===== config.mk =====
export PLATFORM = sky130hd
export DESIGN_NAME = trailer_wrap16
export DESIGN_NICKNAME = d
export VERILOG_FILES = /design/src/rtl/tw16_pkg.sv /design/src/rtl/tw16_delay.sv /design/src/rtl/tw16_accum.sv /design/src/rtl/tw16_emit.sv /design/src/rtl/trailer_wrap16.sv
export SDC_FILE = /design/constraint.sdc
export NUM_CORES = 1
export LEC_CHECK = 0
export ABC_AREA = 1
export BUFFER_PORTS_ARGS = -buffer_cell sky130_fd_sc_hd__buf_2
export CORE_MARGIN = 5
export CORE_UTILIZATION = 57
export CTS_BUF_LIST = sky130_fd_sc_hd__clkbuf_4 sky130_fd_sc_hd__clkbuf_8
export DETAILED_ROUTE_END_ITERATION = 8
export PLACE_DENSITY = 0.75
export SYNTH_ARGS = -nofsm -noshare
export SYNTH_HDL_FRONTEND = slang
export SYNTH_HIERARCHICAL = 1
export SYNTH_SLANG_ARGS = --single-unit

===== constraint.sdc =====
create_clock -name clk -period 2.05 [get_ports clk]
set_input_delay 0.1025 -clock clk [delete_from_list [all_inputs] [get_ports clk]]
set_output_delay 0.1025 -clock clk [all_outputs]
set_load 0.01 [all_outputs]

===== src/rtl/tw16_pkg.sv =====
package tw16_pkg;

    localparam int BYTE_W  = 8;
    localparam int TRL_LEN = 16;
    localparam int IDX_W   = $clog2(TRL_LEN);
    localparam int OFS_W   = 16;

    typedef logic [BYTE_W-1:0] byte_t;
    typedef logic [OFS_W-1:0]  ofs_t;
    typedef logic [IDX_W-1:0]  tidx_t;

    typedef enum logic [0:0] {
        PH_IDLE = 1'b0,
        PH_TRL  = 1'b1
    } phase_t;

    // Everything needed to build the aligned trailer of one fragment.
    typedef struct packed {
        byte_t lead0;
        byte_t lead1;
        ofs_t  err_ofs;
        byte_t parity;
        logic  any_err;
        logic  short_frag;
    } trl_info_t;

    function automatic byte_t trl_byte(input trl_info_t t, input tidx_t idx);
        byte_t b;
        case (idx)
            tidx_t'(0):  b = t.lead0;
            tidx_t'(1):  b = t.lead1;
            tidx_t'(4):  b = t.err_ofs[7:0];
            tidx_t'(5):  b = t.err_ofs[15:8];
            tidx_t'(14): b = t.parity;
            tidx_t'(15): b = {t.any_err, t.short_frag, 6'b0};
            default:     b = '0;
        endcase
        return b;
    endfunction

endpackage


===== src/rtl/tw16_delay.sv =====
module tw16_delay
    import tw16_pkg::*;
(
    input  logic  clk,
    input  logic  rst,
    input  logic  in_valid,
    input  logic  in_sof,
    input  logic  in_eof,
    input  byte_t in_data,
    output logic  pay_valid,
    output byte_t pay_data,
    output byte_t lead0,
    output byte_t lead1,
    output logic  short_frag
);
    localparam int HOLD = 2;
    localparam int CNT_W = $clog2(HOLD + 1);

    byte_t             hold_q [HOLD];
    logic [CNT_W-1:0]  cnt_q;
    logic [CNT_W-1:0]  cnt_eff;

    // A start marker restarts the line even if the previous end was lost.
    assign cnt_eff    = in_sof ? '0 : cnt_q;
    assign pay_valid  = in_valid && (cnt_eff == CNT_W'(HOLD));
    assign pay_data   = hold_q[0];
    assign lead0      = (cnt_eff != '0) ? hold_q[HOLD-1] : '0;
    assign lead1      = in_data;
    assign short_frag = (cnt_eff == '0);

    always_ff @(posedge clk) begin
        if (rst) begin
            cnt_q <= '0;
            for (int i = 0; i < HOLD; i++) hold_q[i] <= '0;
        end else if (in_valid) begin
            if (in_eof) begin
                cnt_q <= '0;
            end else begin
                for (int i = 0; i < HOLD - 1; i++) hold_q[i] <= hold_q[i+1];
                hold_q[HOLD-1] <= in_data;
                cnt_q <= (cnt_eff == CNT_W'(HOLD)) ? cnt_eff : cnt_eff + 1'b1;
            end
        end
    end

endmodule


===== src/rtl/tw16_accum.sv =====
module tw16_accum
    import tw16_pkg::*;
(
    input  logic  clk,
    input  logic  rst,
    input  logic  in_valid,
    input  logic  in_sof,
    input  byte_t in_data,
    input  logic  in_rx_err,
    output byte_t parity,
    output logic  any_err,
    output ofs_t  err_ofs
);
    byte_t par_q;
    logic  err_q;
    ofs_t  first_q;
    ofs_t  pos_q;

    byte_t par_base;
    logic  err_base;
    ofs_t  pos_cur;

    assign par_base = in_sof ? '0 : par_q;
    assign err_base = in_sof ? 1'b0 : err_q;
    assign pos_cur  = in_sof ? '0 : pos_q;

    always_ff @(posedge clk) begin
        if (rst) begin
            par_q   <= '0;
            err_q   <= 1'b0;
            first_q <= '0;
            pos_q   <= '0;
        end else if (in_valid) begin
            par_q <= par_base ^ in_data;
            err_q <= err_base | in_rx_err;
            if (in_rx_err && !err_base)
                first_q <= pos_cur;
            else if (in_sof)
                first_q <= '0;
            pos_q <= (pos_cur == '1) ? pos_cur : pos_cur + 1'b1;
        end
    end

    assign parity  = par_q;
    assign any_err = err_q;
    assign err_ofs = err_q ? first_q : '0;

endmodule


===== src/rtl/tw16_emit.sv =====
module tw16_emit
    import tw16_pkg::*;
(
    input  logic  clk,
    input  logic  rst,
    input  logic  sof_seen,
    input  logic  eof_seen,
    input  logic  pay_valid,
    input  byte_t pay_data,
    input  byte_t lead0,
    input  byte_t lead1,
    input  logic  short_frag,
    input  byte_t parity,
    input  logic  any_err,
    input  ofs_t  err_ofs,
    output logic  out_valid,
    output logic  out_sof,
    output logic  out_eof,
    output byte_t out_data
);
    phase_t    phase_q;
    tidx_t     idx_q;
    byte_t     lead0_q;
    byte_t     lead1_q;
    logic      short_q;
    logic      sof_pend_q;
    trl_info_t info;

    assign info = '{lead0: lead0_q, lead1: lead1_q, err_ofs: err_ofs,
                    parity: parity, any_err: any_err, short_frag: short_q};

    always_ff @(posedge clk) begin
        if (rst) begin
            phase_q    <= PH_IDLE;
            idx_q      <= '0;
            lead0_q    <= '0;
            lead1_q    <= '0;
            short_q    <= 1'b0;
            sof_pend_q <= 1'b0;
            out_valid  <= 1'b0;
            out_sof    <= 1'b0;
            out_eof    <= 1'b0;
            out_data   <= '0;
        end else begin
            out_valid <= 1'b0;
            out_sof   <= 1'b0;
            out_eof   <= 1'b0;

            if (eof_seen) begin
                lead0_q <= lead0;
                lead1_q <= lead1;
                short_q <= short_frag;
                phase_q <= PH_TRL;
                idx_q   <= '0;
            end

            if (pay_valid) begin
                out_valid <= 1'b1;
                out_data  <= pay_data;
                out_sof   <= sof_pend_q;
            end else if (phase_q == PH_TRL) begin
                out_valid <= 1'b1;
                out_data  <= trl_byte(info, idx_q);
                out_sof   <= sof_pend_q;
                out_eof   <= (idx_q == tidx_t'(TRL_LEN - 1));
                idx_q     <= idx_q + 1'b1;
                if (idx_q == tidx_t'(TRL_LEN - 1))
                    phase_q <= PH_IDLE;
            end

            if (sof_seen)
                sof_pend_q <= 1'b1;
            else if (pay_valid || phase_q == PH_TRL)
                sof_pend_q <= 1'b0;
        end
    end

endmodule


===== src/rtl/trailer_wrap16.sv =====
module trailer_wrap16
    import tw16_pkg::*;
(
    input  logic       clk,
    input  logic       rst,
    input  logic       in_valid,
    input  logic       in_sof,
    input  logic       in_eof,
    input  logic [7:0] in_data,
    input  logic       in_rx_err,
    output logic       out_valid,
    output logic       out_sof,
    output logic       out_eof,
    output logic [7:0] out_data
);
    logic  pay_valid;
    byte_t pay_data;
    byte_t lead0;
    byte_t lead1;
    logic  short_frag;
    byte_t parity;
    logic  any_err;
    ofs_t  err_ofs;

    tw16_delay u_delay (
        .clk(clk), .rst(rst),
        .in_valid(in_valid), .in_sof(in_sof), .in_eof(in_eof), .in_data(in_data),
        .pay_valid(pay_valid), .pay_data(pay_data),
        .lead0(lead0), .lead1(lead1), .short_frag(short_frag)
    );

    tw16_accum u_accum (
        .clk(clk), .rst(rst),
        .in_valid(in_valid), .in_sof(in_sof), .in_data(in_data), .in_rx_err(in_rx_err),
        .parity(parity), .any_err(any_err), .err_ofs(err_ofs)
    );

    tw16_emit u_emit (
        .clk(clk), .rst(rst),
        .sof_seen(in_valid && in_sof), .eof_seen(in_valid && in_eof),
        .pay_valid(pay_valid), .pay_data(pay_data),
        .lead0(lead0), .lead1(lead1), .short_frag(short_frag),
        .parity(parity), .any_err(any_err), .err_ofs(err_ofs),
        .out_valid(out_valid), .out_sof(out_sof), .out_eof(out_eof), .out_data(out_data)
    );

endmodule


==> metrics.cfg <==
[cts]
root_buffer = clkbuf_8
insertion_delay_ps = 370
clockBufferDepth = 2
cts_sinks = 93
postCtsSetupBuffers = 0
clkTransAtPathRegs_ps = 100
cts_buffers = 9
h-tree-depth = 3
cts_tree = done

[route]
drc = 0
vias = 4332
routed_wire_length_per_instance_um = 15.0
wirelength_mm = 11.6
antenna_left = 0
dr.pass1.iters = 5
vias_per_cell = 5.60
dr.first_iter.drc_count = 351

[place]
dpl.cell_count = 755
dpl_cell_area_mm2 = 0.00490
gp_congestion = 0.877
place_hpwl_mm = 8.24
port_buffers = 24

[cells_and_area]
stdcell_count = 773
final_area_mm2 = 0.00514
syn_to_final_growth_pct = 5.65
nets = 684
postLayoutCoreUtil = 0.623
drive_above_1_share = 0.147
diodes = 0

[logic_synthesis]
synthesis.area_mm2 = 0.00487
synth_top_area_share = 0.317
yosys_register_bits = 93
synth_common_cells = nand2_1 (125), dfxtp_1 (77), nor2_1 (73), inv_1 (70)
avgSynthCellArea_um2 = 7.36
synth_top_flop_cell = dfxtp_1
synth_cell_types = 35
syn_nets = 683
synth_edf_count = 16
synthArstFlopShare = 0
yosysTopAreaCell = dfxtp_1
synth_area_leaders = dfxtp_1 (32%), edfxtp_1 (9.9%), nand2_1 (9.6%)
yosysMostFrequentCell = nand2_1
syn_inst = 662
yosys_warnings = 6
synth_seq_area_share = 0.415

[min_path]
hold_start = in_data[2]
hold_end = u_accum/parity[2]$_SDFFE_PP0P_
hold_class = in2reg
holdPathStages = 3

[grt]
grt_pass1_vias = 3918
grt_pass1_wl_mm = 19.3
grt_max_degree = 27
antenna_found_initial = 0
gr-usage-all-layers = 0.235
gr-total-overflow = 0

[floorplan]
die_width_um = 102
rows = 33
die_y_um = 102
die_area_mm2 = 0.0105
core_area_mm2 = 0.00826
floorplan.initialDensity = 0.590
pin_count = 25

[power]
power_mw = 3.71
power_density_mw_per_mm2 = 722
power.static_leakage_nw = 2.26
vdd_drop_max_mv = 0.373

[timing]
rsz0062_at_grt = false
finalHoldViolations = 0
fin_crit_ps = 1830
timing.fmax_ghz = 0.546
slew_viol_final = 0
min_period_over_period = 0.893
slew-limit-headroom = 0.450
finalSetupTns_ps = 0
setup_viol = 0
fin_skew_ps = 14.6
worstMarginPinSlew_ps = 824

[setup_path]
worst_ep_arrival_time_ps = 2130
reg2reg_to = u_emit/out_data[5]$_SDFFE_PP0P_
reg2regPathDepth = 6
startpoint = u_emit/idx_q[1]$_SDFF_PP0_
cp-start-kind = flip-flop
r2r-start = u_emit/idx_q[1]$_SDFF_PP0_
reg2reg_slack_ps = 220
required_ps = 2350
cp_max_fo = 13
worstSetupEndpointType = flip-flop
crit_type = reg2reg

[flow_run]
drv_cap = 0

[run_status]
outcome = finished clean

[what timing repair did]
action / in CTS / in global routing
hold buffers: 2 / 0
resized for setup: 0 / 0
hold endpoints to repair: 2 / 0
[flip-flops by register name, indices dropped and copies added (netlist names)]
signal             flops
u_accum/any_err        1
u_emit/sof_pend_q      1
u_emit/lead1_q         8
u_emit/out_sof         1
u_emit/idx_q           4
u_delay/cnt_q          2
u_delay/hold_q        16
u_accum/pos_q         16
u_emit/out_data        8
u_emit/short_q         1
u_emit/phase_q         1
u_accum/parity         8
u_emit/out_valid       1
u_emit/out_eof         1
u_emit/lead0_q         8
u_accum/first_q       16
[critical path: stages (launching register included)]
cell     delay [ps]
dfxtp_1         370
inv_1           100
ha_1            470
nand2_1         200
o21ai_0         330
o21ai_1         140
a21oi_1         130
[where the power goes]
part	leakage (nW)	total, mW	internal [mW]	switching, mW
Clock	0.115	1.36	0.695	0.667
Sequential	0.796	1.98	1.93	0.0469
Combinational	1.35	0.371	0.113	0.258
[final cells by class]
| class | count | area [um^2] |
|---|---|---|
| timing repair buffer | 42 | 260 |
| fill | 739 | 3110 |
| tap | 105 | 131 |
| clock buffer | 9 | 124 |
| inverter | 79 | 297 |
| sequential | 93 | 2020 |
| multi-input combinational | 438 | 2210 |
| clock inverter | 7 | 98.8 |
[worst max-delay path by stage]
stage	to	slack, ps	cells after the start
2_1_floorplan	u_delay/hold_q[0][0]$_SDFFCE_PN0P_	320	2
3_3_place_gp	u_accum/pos_q[10]$_SDFFE_PP0P_	360	9
3_5_place_dp	u_emit/out_data[5]$_SDFFE_PP0P_	290	12
4_1_cts	u_emit/out_data[5]$_SDFFE_PP0P_	320	10
5_1_grt	u_emit/idx_q[3]$_SDFF_PP0_	110	10
6_report	u_emit/out_data[5]$_SDFFE_PP0P_	220	6
[stage by stage]
stage          worst slack (ps)  hold slack (ps)
2_1_floorplan               316              172
3_3_place_gp                357              384
3_5_place_dp                289              385
4_1_cts                     316             1.16
5_1_grt                     105             5.58
6_report                    219             19.9
[placed cells by master (no fill, tap or decap), types with 2 or more instances in the layout]
master / count
nand2_1: 125
dfxtp_1: 77
nor2_1: 73
inv_1: 70
nand3_1: 46
a21oi_1: 46
nand4_1: 36
o21ai_0: 34
buf_2: 24
nor2_2: 18
buf_4: 16
edfxtp_1: 16
o21ai_1: 10
clkbuf_8: 9
nor3_1: 8
ha_1: 7
a22oi_1: 7
inv_2: 6
nand3_2: 5
nor2_4: 5
clkinv_1: 3
nand4_2: 3
clkinv_2: 2
bufinv_16: 2
clkinv_4: 2
dlygate4sd3_1: 2
nand2_2: 2
xor2_1: 2
a211oi_1: 2
[cells by family (layout without fill, tap and decap cells)]
family | Yosys count | after routing | synth area share
buffers and inverters | 131 | 137 | 0.131
flip-flops | 93 | 93 | 0.415
AND/OR/NAND/NOR | 324 | 324 | 0.316
XOR/XNOR | 3 | 3 | 0.00540
AO/OA/AOI/OAI | 104 | 104 | 0.115
adder cells (fa/ha/maj) | 7 | 7 | 0.0180
[layer usage]
metal  wire, um  vias up  global-route usage
li1           -     2155                   -
met5          0        -                   0
met2       5020      161               0.334
met1       5500     1996               0.354
met4        207        0              0.0787
met3        864       20              0.0471
No activity file was read; power rests on OpenSTA's default activity.
